## src/rtl/trseq_pkg.sv

```systemverilog
package trseq_pkg;

    localparam int NSTATES = 4;
    localparam int NTRANS  = 3;

    typedef logic [1:0] seq_state_t;

    typedef struct packed {
        seq_state_t state;
        logic       log_mark;
    } fsm_reg_t;

endpackage

```

## src/rtl/trseq_cfg_regs.sv

```systemverilog
module trseq_cfg_regs
    import trseq_pkg::*;
#(
    parameter int EVW    = 4,
    parameter int ADDR_W = 4,
    localparam int DW    = EVW + 1
) (
    input  logic                        clk,
    input  logic                        rst_n,
    input  logic                        cfg_we,
    input  logic [ADDR_W-1:0]           cfg_addr,
    input  logic [DW-1:0]               cfg_wdata,
    output logic [NTRANS-1:0]           up_en,
    output logic [NTRANS-1:0][EVW-1:0]  up_idx,
    output logic [NTRANS-1:0]           dn_en,
    output logic [NTRANS-1:0][EVW-1:0]  dn_idx,
    output logic [NSTATES-1:0]          act_trace,
    output logic [NSTATES-1:0]          act_log
);

    localparam int UP_BASE  = 0;
    localparam int DN_BASE  = UP_BASE + NTRANS;
    localparam int ACT_BASE = DN_BASE + NTRANS;

    typedef struct packed {
        logic [NTRANS-1:0]          ue;
        logic [NTRANS-1:0][EVW-1:0] ui;
        logic [NTRANS-1:0]          de;
        logic [NTRANS-1:0][EVW-1:0] di;
        logic [NSTATES-1:0]         tr;
        logic [NSTATES-1:0]         lg;
    } cfg_t;

    cfg_t cfg_d, cfg_q;

    always_comb begin
        cfg_d = cfg_q;
        if (cfg_we) begin
            for (int k = 0; k < NTRANS; k++) begin
                if (cfg_addr == ADDR_W'(UP_BASE + k)) begin
                    cfg_d.ue[k] = cfg_wdata[EVW];
                    cfg_d.ui[k] = cfg_wdata[EVW-1:0];
                end
                if (cfg_addr == ADDR_W'(DN_BASE + k)) begin
                    cfg_d.de[k] = cfg_wdata[EVW];
                    cfg_d.di[k] = cfg_wdata[EVW-1:0];
                end
            end
            for (int s = 0; s < NSTATES; s++) begin
                if (cfg_addr == ADDR_W'(ACT_BASE + s)) begin
                    cfg_d.tr[s] = cfg_wdata[0];
                    cfg_d.lg[s] = cfg_wdata[1];
                end
            end
        end
    end

    always_ff @(posedge clk or negedge rst_n) begin
        if (!rst_n) cfg_q <= '0;
        else        cfg_q <= cfg_d;
    end

    assign up_en     = cfg_q.ue;
    assign up_idx    = cfg_q.ui;
    assign dn_en     = cfg_q.de;
    assign dn_idx    = cfg_q.di;
    assign act_trace = cfg_q.tr;
    assign act_log   = cfg_q.lg;

    AST_CFG_HOLD: assert property (@(posedge clk) disable iff (!rst_n)
        !cfg_we |=> $stable(cfg_q));

endmodule

```

## src/rtl/trseq_cond.sv

```systemverilog
module trseq_cond
    import trseq_pkg::*;
#(
    parameter int NUM_EVENTS = 16,
    parameter int EVW        = 4
) (
    input  logic [NUM_EVENTS-1:0]       events,
    input  logic [NTRANS-1:0]           up_en,
    input  logic [NTRANS-1:0][EVW-1:0]  up_idx,
    input  logic [NTRANS-1:0]           dn_en,
    input  logic [NTRANS-1:0][EVW-1:0]  dn_idx,
    output logic [NTRANS-1:0]           up_hit,
    output logic [NTRANS-1:0]           dn_hit
);

    for (genvar k = 0; k < NTRANS; k++) begin : g_sel
        always_comb begin
            up_hit[k] = 1'b0;
            dn_hit[k] = 1'b0;
            for (int e = 0; e < NUM_EVENTS; e++) begin
                if (up_en[k] && up_idx[k] == EVW'(e) && events[e]) up_hit[k] = 1'b1;
                if (dn_en[k] && dn_idx[k] == EVW'(e) && events[e]) dn_hit[k] = 1'b1;
            end
        end
    end

endmodule

```

## src/rtl/trseq_fsm.sv

```systemverilog
module trseq_fsm
    import trseq_pkg::*;
(
    input  logic               clk,
    input  logic               rst_n,
    input  logic [NTRANS-1:0]  up_hit,
    input  logic [NTRANS-1:0]  dn_hit,
    input  logic [NSTATES-1:0] act_trace,
    input  logic [NSTATES-1:0] act_log,
    output seq_state_t         state,
    output logic               trace_en,
    output logic               log_pulse
);

    fsm_reg_t fsm_d, fsm_q;
    logic     go_up, go_dn;

    always_comb begin
        go_up = 1'b0;
        go_dn = 1'b0;
        case (fsm_q.state)
            2'd0: begin go_up = up_hit[0]; go_dn = 1'b0;      end
            2'd1: begin go_up = up_hit[1]; go_dn = dn_hit[0]; end
            2'd2: begin go_up = up_hit[2]; go_dn = dn_hit[1]; end
            default: begin go_up = 1'b0;   go_dn = dn_hit[2]; end
        endcase

        fsm_d          = fsm_q;
        fsm_d.log_mark = 1'b0;
        if (go_up)      fsm_d.state = fsm_q.state + 2'd1;
        else if (go_dn) fsm_d.state = fsm_q.state - 2'd1;
        if (go_up || go_dn) fsm_d.log_mark = act_log[fsm_d.state];
    end

    always_ff @(posedge clk or negedge rst_n) begin
        if (!rst_n) fsm_q <= '0;
        else        fsm_q <= fsm_d;
    end

    assign state     = fsm_q.state;
    assign trace_en  = act_trace[fsm_q.state];
    assign log_pulse = fsm_q.log_mark;

    AST_ONE_STEP: assert property (@(posedge clk) disable iff (!rst_n)
        1'b1 |=> (state == $past(state) || state == $past(state) + 2'd1
                  || state + 2'd1 == $past(state)));

    AST_UP_WINS: assert property (@(posedge clk) disable iff (!rst_n)
        ((state == 2'd0 && up_hit[0]) || (state == 2'd1 && up_hit[1])
         || (state == 2'd2 && up_hit[2]))
        |=> state == $past(state) + 2'd1);

    AST_HOLD_QUIET: assert property (@(posedge clk) disable iff (!rst_n)
        (up_hit == '0 && dn_hit == '0) |=> $stable(state));

    AST_LOG_ON_ENTRY: assert property (@(posedge clk) disable iff (!rst_n)
        log_pulse |-> state != $past(state));

    AST_TOP_NO_UP: assert property (@(posedge clk) disable iff (!rst_n)
        (state == 2'd3 && dn_hit[2] == 1'b0) |=> state == 2'd3);

endmodule

```

## src/rtl/trace_seq_top.sv

```systemverilog
module trace_seq_top
    import trseq_pkg::*;
#(
    parameter int NUM_EVENTS = 16,
    parameter int ADDR_W     = 4,
    localparam int EVW       = (NUM_EVENTS > 1) ? $clog2(NUM_EVENTS) : 1
) (
    input  logic                  clk,
    input  logic                  rst_n,
    input  logic [NUM_EVENTS-1:0] events,
    input  logic                  cfg_we,
    input  logic [ADDR_W-1:0]     cfg_addr,
    input  logic [EVW:0]          cfg_wdata,
    output logic [1:0]            state,
    output logic                  trace_en,
    output logic                  log_pulse
);

    logic [NTRANS-1:0]          up_en, dn_en, up_hit, dn_hit;
    logic [NTRANS-1:0][EVW-1:0] up_idx, dn_idx;
    logic [NSTATES-1:0]         act_trace, act_log;

    trseq_cfg_regs #(.EVW(EVW), .ADDR_W(ADDR_W)) u_cfg (
        .clk(clk), .rst_n(rst_n), .cfg_we(cfg_we), .cfg_addr(cfg_addr),
        .cfg_wdata(cfg_wdata), .up_en(up_en), .up_idx(up_idx),
        .dn_en(dn_en), .dn_idx(dn_idx), .act_trace(act_trace), .act_log(act_log)
    );

    trseq_cond #(.NUM_EVENTS(NUM_EVENTS), .EVW(EVW)) u_cond (
        .events(events), .up_en(up_en), .up_idx(up_idx),
        .dn_en(dn_en), .dn_idx(dn_idx), .up_hit(up_hit), .dn_hit(dn_hit)
    );

    trseq_fsm u_fsm (
        .clk(clk), .rst_n(rst_n), .up_hit(up_hit), .dn_hit(dn_hit),
        .act_trace(act_trace), .act_log(act_log),
        .state(state), .trace_en(trace_en), .log_pulse(log_pulse)
    );

endmodule

```

## config.mk

```make
export PLATFORM = sky130hd
export DESIGN_NAME = trace_seq_top
export DESIGN_NICKNAME = d
export VERILOG_FILES = /design/src/rtl/trseq_pkg.sv /design/src/rtl/trseq_cfg_regs.sv /design/src/rtl/trseq_cond.sv /design/src/rtl/trseq_fsm.sv /design/src/rtl/trace_seq_top.sv
export SDC_FILE = /design/constraint.sdc
export NUM_CORES = 1
export LEC_CHECK = 0
export BUFFER_PORTS_ARGS = -buffer_cell sky130_fd_sc_hd__buf_2
export CAP_MARGIN = 20
export CORE_MARGIN = 1
export CORE_UTILIZATION = 59
export DETAILED_ROUTE_END_ITERATION = 10
export PLACE_DENSITY = 0.88
export SLEW_MARGIN = 20
export SYNTH_ARGS = -nofsm -noshare
export SYNTH_HDL_FRONTEND = slang
export SYNTH_HIERARCHICAL = 1
export SYNTH_SLANG_ARGS = --single-unit
```

## constraint.sdc

```tcl
create_clock -name clk -period 3.3 [get_ports clk]
set_input_delay 0.33 -clock clk [delete_from_list [all_inputs] [get_ports clk]]
set_output_delay 0.33 -clock clk [all_outputs]
set_load 0.02 [all_outputs]
```

==> key figures, run 1 <==
Outcome
  • Status: completed

Floorplanning
  • Core Region: 0.00447 mm²
  • Full die area: 0.00504 mm²
  • Die W: 71.0 µm
  • Effective utilization at floorplan: 62.8%
  • I/O pin cnt: 32
  • Die height: 71.0 µm
  • FP Rows: 24

Power and ir drop
  • Maximum VDD drop: 0.380 mV
  • Lkg Pwr: 1.33 nW
  • PwrDens: 656 mW/mm²
  • Overall power: 0.00202 W

Global route
  • All-layer global routing usage: 29.7%
  • Vias in the first global route: 2,146
  • First-pass GRT wire length: 11.2 mm
  • Antenna violations before repair: 0
  • Grt ovf: 0
  • Largest net degree at the start of global routing: 42

Place
  • IO Port Bufs: 31
  • DPL Wire Length: 4.80 mm
  • RD Place Congestion: 0.865
  • Post-DP Area: 0.00299 mm²

Layout
  • Share of cells above drive strength 1: 39.0%
  • Number of fill cells in the layout: 330
  • Nets: 300
  • Antenna diodes: 0
  • Final Util: 68.8%
  • Final Cell Area: 0.00308 mm²
  • Syn-to-layout area delta: 9.62%
  • Most common cell after layout, fill and taps aside: mux2_2
  • Most frequent cells in the layout: mux2_2, dfrtp_1, buf_2

Critical path
  • Buf+Inv Stages, Crit Path: 1
  • Crit path launch type: flop
  • Ordered cell list for the critical path: mux4_1, or3_1, o311ai_1, a21oi_2, a222oi_1, buf_4, nand3_1, a21oi_1, a221o_1, nor2_1, a211oi_1
  • Slowest stage delay, CP: 560 ps
  • Crit path kind: flop to flop
  • CP delay by family, top: compound AO/OA/AOI/OAI gates
  • Crit-path slowest cell: mux4_1
  • Req. time, crit path: 3510 ps
  • Setup crit end kind: flop
  • Worst Path Arrival: 3090 ps
  • R2r setup slk: 420 ps
  • Worst Path Max Fanout: 8

Logic synthesis
  • #FFs+latches synth: 41
  • Mapped Nets: 272
  • Number of synthesized flops with an enable pin: 0
  • Mean post-synth cell area: 11.7 µm²
  • Netlist cell types: 53
  • Synth warn: 6
  • Cells after Synth: 240
  • Sequential area share after synthesis: 36.5%
  • Synth Flop Type: dfrtp_1
  • Async set or reset register ratio after synthesis: 100%
  • Post-Syn Area: 0.00281 mm²

CTS
  • Cts repair resizes: 0
  • H-tree depth: 2
  • Clock transition at path regs: 80 ps
  • Clock Path Buffers: 2
  • CTS sink cnt: 41
  • Clock root buffer: clkbuf_8
  • CTS Hold Bufs: 0
  • Clk_lat worst skew: 300 ps
  • CTS tree: done
  • Num CTS Buffers: 5
  • Post-CTS Setup Bufs: 0

Timing
  • Setup TNS: 0 ps
  • Final slew viol count: 0
  • Slew @ Worst Pin: 918 ps
  • Clk_skew: 2.03 ps
  • Setup violators final: 0
  • Hold Fails Final Rpt: 0
  • Period minus WS final: 2880 ps
  • Maximum clock rate: 0.348 GHz
  • Period utilization: 87.2%
  • Fin Hold WS: 147 ps
  • Max_slew headroom: 38.8%
  • RSZ-0062 raised after global routing: no

Routing
  • Average wire per standard cell: 21.3 µm
  • Routed Wire Length: 6.83 mm
  • Post-DRT Antenna Nets: 0
  • DRT iter0 DRCs: 258
  • Detailed Routing Iterations Pass 1: 9
  • Vias/cell: 6.91
  • Vias post-DR: 2,219
  • DRC viols: 0

Worst hold path
  • Worst Hold Class: primary input to asynchronous set/reset pin

Flow run
  • Max-cap violation count: 0
[synth_stat cells, types with 3 or more instances]
cell | n | area (µm²)
dfrtp_1 | 41 | 1030
nor3b_1 | 3 | 22.5
inv_1 | 6 | 22.5
mux4_1 | 4 | 105
a21o_2 | 3 | 26.3
o21ai_0 | 5 | 25.0
nand2_1 | 6 | 22.5
mux2i_1 | 16 | 160
buf_2 | 8 | 40.0
or3_1 | 3 | 18.8
mux4_2 | 7 | 158
ha_1 | 4 | 50.1
o31a_1 | 3 | 26.3
o22ai_1 | 5 | 31.3
nor2_1 | 10 | 37.5
a21oi_2 | 3 | 26.3
nand3_1 | 5 | 25.0
a22oi_1 | 4 | 30.0
nand2b_1 | 3 | 18.8
a31oi_1 | 3 | 18.8
nand3b_1 | 5 | 37.5
a221oi_1 | 3 | 26.3
mux2_2 | 42 | 473
mux2_4 | 5 | 75.1
a21oi_1 | 7 | 35.0
[worst paths after layout]
kind | start | cells past startpoint | to
max | u_cfg/up_idx[0] | 11 | u_fsm/log_pulse
min | rst_n | 1 | u_cfg/dn_idx[6]
max reg2reg | u_cfg/up_idx[0] | 11 | u_fsm/log_pulse
min reg2reg | u_cfg/act_trace[2] | 1 | u_cfg/act_trace[2]
max in group asynchronous | rst_n | 1 | u_cfg/up_idx[11]
min in group clk | cfg_wdata[2] | 2 | u_cfg/dn_idx[6]
[cell type report]
type,instances,area (µm²),area share [%]
Multi-Input combinational cell,181,1710,55.4
Sequential cell,41,1030,33.3
Timing Repair Buffer,33,170,5.52
Clock buffer,5,68.8,2.23
Tap cell,52,65.1,2.11
Inverter,6,22.5,0.731
Clock inverter,3,21.3,0.690
[cell families after synthesis]
| kind of cell | count (synthesis) | share of synthesized area [%] |
|---|---|---|
| flip-flops | 41 | 36.5 |
| multiplexers | 75 | 35.0 |
| adder cells (fa/ha/maj) | 4 | 1.78 |
| buffers and inverters | 18 | 2.76 |
| XOR/XNOR | 1 | 0.312 |
| AND/OR/NAND/NOR | 47 | 9.71 |
| AO/OA/AOI/OAI | 54 | 14.0 |
[registers in the layout (all words and copies together) (netlist names)]
name	count
u_cfg/act_log	4
u_cfg/act_trace	4
u_cfg/dn_en	3
u_cfg/dn_idx	12
u_cfg/up_en	3
u_cfg/up_idx	12
u_fsm/log_pulse	1
u_fsm/state	2
[metal layers]
metal | share of wire (%) | track usage, % | vias to the layer above
met3 | 7.5 | 6.27 | 12
li1 | - | - | 999
met1 | 41 | 40.1 | 1105
met4 | 1.5 | 10.4 | 0
met2 | 50 | 48.0 | 103
met5 | 0 | 0 | -
[per-stage QoR]
step / std cells / worst slack (ps)
floorplan: 240 / 357
global placement: 313 / 537
detailed placement: 313 / 493
CTS: 321 / 463
global route: 321 / 254
finish: 321 / 424
[power breakdown]
part	internal [W]	total [W]	switching (W)	leakage (nW)
Combinational	0.000460	0.000850	0.000390	0.780
Clock	0.000150	0.000339	0.000189	0.0445
Sequential	0.000627	0.000832	0.000205	0.502
Total	0.00124	0.00202	0.000784	1.33
No activity file was read; power rests on OpenSTA's default activity.
==> inputs of run 2 (changes only) <==
--- a/config.mk
+++ b/config.mk
@@ -5,12 +5,13 @@
 export SDC_FILE = /design/constraint.sdc
 export NUM_CORES = 1
 export LEC_CHECK = 0
-export BUFFER_PORTS_ARGS = -buffer_cell sky130_fd_sc_hd__buf_2
 export CAP_MARGIN = 20
 export CORE_MARGIN = 1
-export CORE_UTILIZATION = 59
+export CORE_UTILIZATION = 60
 export DETAILED_ROUTE_END_ITERATION = 10
-export PLACE_DENSITY = 0.88
+export DONT_BUFFER_PORTS = 1
+export PLACE_DENSITY = 0.84
+export REMOVE_ABC_BUFFERS = 1
 export SLEW_MARGIN = 20
 export SYNTH_ARGS = -nofsm -noshare
 export SYNTH_HDL_FRONTEND = slang
==> key figures, run 2 (same netlist as run 1, synthesis figures left out) <==
Global route
  • Largest net degree at the start of global routing: 42 (unchanged)
  • Vias in the first global route: 2,096 (-2.3%)
  • Grt ovf: 0 (unchanged)
  • First-pass GRT wire length: 10.8 mm (-3.8%)
  • Antenna violations before repair: 0 (unchanged)
  • All-layer global routing usage: 28.7% (-1.1 points)

CTS
  • CTS tree: done
  • Post-CTS Setup Bufs: 0 (unchanged)
  • Clk_lat worst skew: 290 ps (about the same)
  • Clock root buffer: clkbuf_8
  • CTS Hold Bufs: 2 (+2)
  • H-tree depth: 2 (unchanged)
  • Clock transition at path regs: 80 ps (about the same)
  • CTS sink cnt: 41 (unchanged)
  • Num CTS Buffers: 5 (unchanged)
  • Cts repair resizes: 0 (unchanged)
  • Clock Path Buffers: 2 (unchanged)

Critical path
  • Slowest stage delay, CP: 570 ps (about the same)
  • Critical Path End: u_fsm/log_pulse
  • Reg2reg end: u_fsm/log_pulse
  • Worst Path Arrival: 3000 ps (-90 ps)
  • Crit. path cell count: 11 (unchanged)
  • Ordered cell list for the critical path: mux4_1, or3_1, o311ai_1, a21oi_2, a222oi_1, buf_4, or2_2, a21oi_1, a221o_1, nor2_1, a211oi_1
  • Buf+Inv Stages, Crit Path: 1 (unchanged)
  • Crit path launch type: flop
  • Setup crit end kind: flop
  • CP delay by family, top: compound AO/OA/AOI/OAI gates
  • Worst setup path startpoint: u_cfg/up_idx[0]
  • Worst Path Max Fanout: 8 (unchanged)
  • Reg2Reg Depth: 11 (unchanged)
  • R2r setup slk: 470 ps (+40 ps)
  • Req. time, crit path: 3470 ps (-40 ps)
  • Worst r2r src: u_cfg/up_idx[0]
  • Crit-path slowest cell: mux4_1
  • Crit path kind: flop to flop

Timing
  • Max_slew headroom: 73.1% (+34 points)
  • RSZ-0062 raised after global routing: no
  • Final slew viol count: 0 (unchanged)
  • Setup TNS: 0 ps (unchanged)
  • Maximum clock rate: 0.353 GHz (+1.6%)
  • Period minus WS final: 2830 ps (-44.0 ps)
  • Period utilization: 85.8% (-1.3 points)
  • Slew @ Worst Pin: 400 ps (-518 ps)
  • Hold Fails Final Rpt: 0 (unchanged)
  • Setup violators final: 0 (unchanged)
  • Clk_skew: 4.51 ps (+2.48 ps)

Place
  • IO Port Bufs: 0 (-100%)
  • DPL Wire Length: 4.48 mm (-6.7%)
  • RD Place Congestion: 0.853 (-1.4%)

Layout
  • Most frequent cells in the layout: mux2_2, dfrtp_1, mux2i_1
  • Nets: 271 (-9.7%)
  • Most common cell after layout, fill and taps aside: mux2_2
  • Share of cells above drive strength 1: 30.8% (-8.2 points)
  • Syn-to-layout area delta: 4.90%
  • Antenna diodes: 0 (unchanged)

Power and ir drop
  • Maximum VDD drop: 0.424 mV (+12%)
  • PwrDens: 659 mW/mm² (+0.48%)
  • Overall power: 0.00194 W (-3.8%)
  • Lkg Pwr: 1.22 nW (-8.2%)

Floorplanning
  • FP Rows: 24 (unchanged)
  • I/O pin cnt: 32 (unchanged)
  • Full die area: 0.00496 mm² (-1.6%)
  • Effective utilization at floorplan: 63.7% (+0.85 points)
  • Die W: 70.4 µm (-0.82%)
  • Core Region: 0.00441 mm² (-1.3%)
  • Die height: 70.4 µm (-0.82%)

Routing
  • Detailed Routing Iterations Pass 1: 5 (-4)
  • DRT iter0 DRCs: 235 (-8.9%)
  • DRC viols: 0 (unchanged)
  • Average wire per standard cell: 22.6 µm (+6.2%)
  • Vias post-DR: 2,099 (-5.4%)
  • Vias/cell: 7.19 (+4.0%)
  • Post-DRT Antenna Nets: 0 (unchanged)
  • Routed Wire Length: 6.60 mm (-3.4%)

Outcome
  • Status: completed

Flow run
  • Max-cap violation count: 0 (unchanged)

Worst hold path
  • Worst Hold Class: primary input to flop
## run 2: cell types whose count changed in the layout (fill, tap and decap cells not counted), sizes merged
cell / before / now
buf: 33 / 3
clkbuf: 5 / 6
clkinv: 1 / 2
clkinvlp: 1 / 0
dlygate4sd3: 0 / 1
inv: 7 / 6
## run 2: per-layer routing
layer	global-route usage [%]	vias to the layer above	share of wire [%]
li1	-	937	-
met1	38.9	1035	41
met2	44.8	108	48
met3	7.22	19	8.5
met4	9.78	0	2.0
met5	0	-	0
## run 2: final cells by class
type | count | area [µm²]
multi-input combinational | 181 | 1710
clock inverter | 2 | 10.0
tap | 52 | 65.1
fill | 321 | 1470
sequential | 41 | 1030
clock buffer | 6 | 72.6
timing repair buffer | 4 | 45.0
inverter | 6 | 22.5
## run 2: through the flow
step / hold WS (ps) / worst slack, ps / util [%] / instances / instance area, µm²
floorplan: 34.4 / 356 / - / 228 / 2760
global route: 163 / 257 / 66.8 / 292 / 2950
global placement: 35.0 / 548 / 64.2 / 282 / 2840
finish: 176 / 468 / 66.8 / 292 / 2950
CTS: 171 / 497 / 66.8 / 292 / 2950
detailed placement: 34.9 / 500 / 64.2 / 282 / 2840
## run 2: worst min path at each step
stage | from | end | slack, ps | cells after the start
4_1_cts | cfg_wdata[3] | u_cfg/dn_idx[7] | 170 | 1
3_3_place_gp | rst_n | u_cfg/up_idx[8] | 40 | 0
3_5_place_dp | rst_n | u_cfg/up_idx[11] | 30 | 0
6_report | cfg_wdata[2] | u_cfg/dn_idx[6] | 180 | 1
5_1_grt | cfg_wdata[2] | u_cfg/dn_idx[6] | 160 | 1
2_1_floorplan | rst_n | u_cfg/act_log[0] | 30 | 0
## run 2: where the power goes
group | leakage, nW | switching [W] | internal [W]
Combinational | 0.671 | 0.000361 | 0.000442
Sequential | 0.502 | 0.000191 | 0.000627
Clock | 0.0450 | 0.000176 | 0.000147
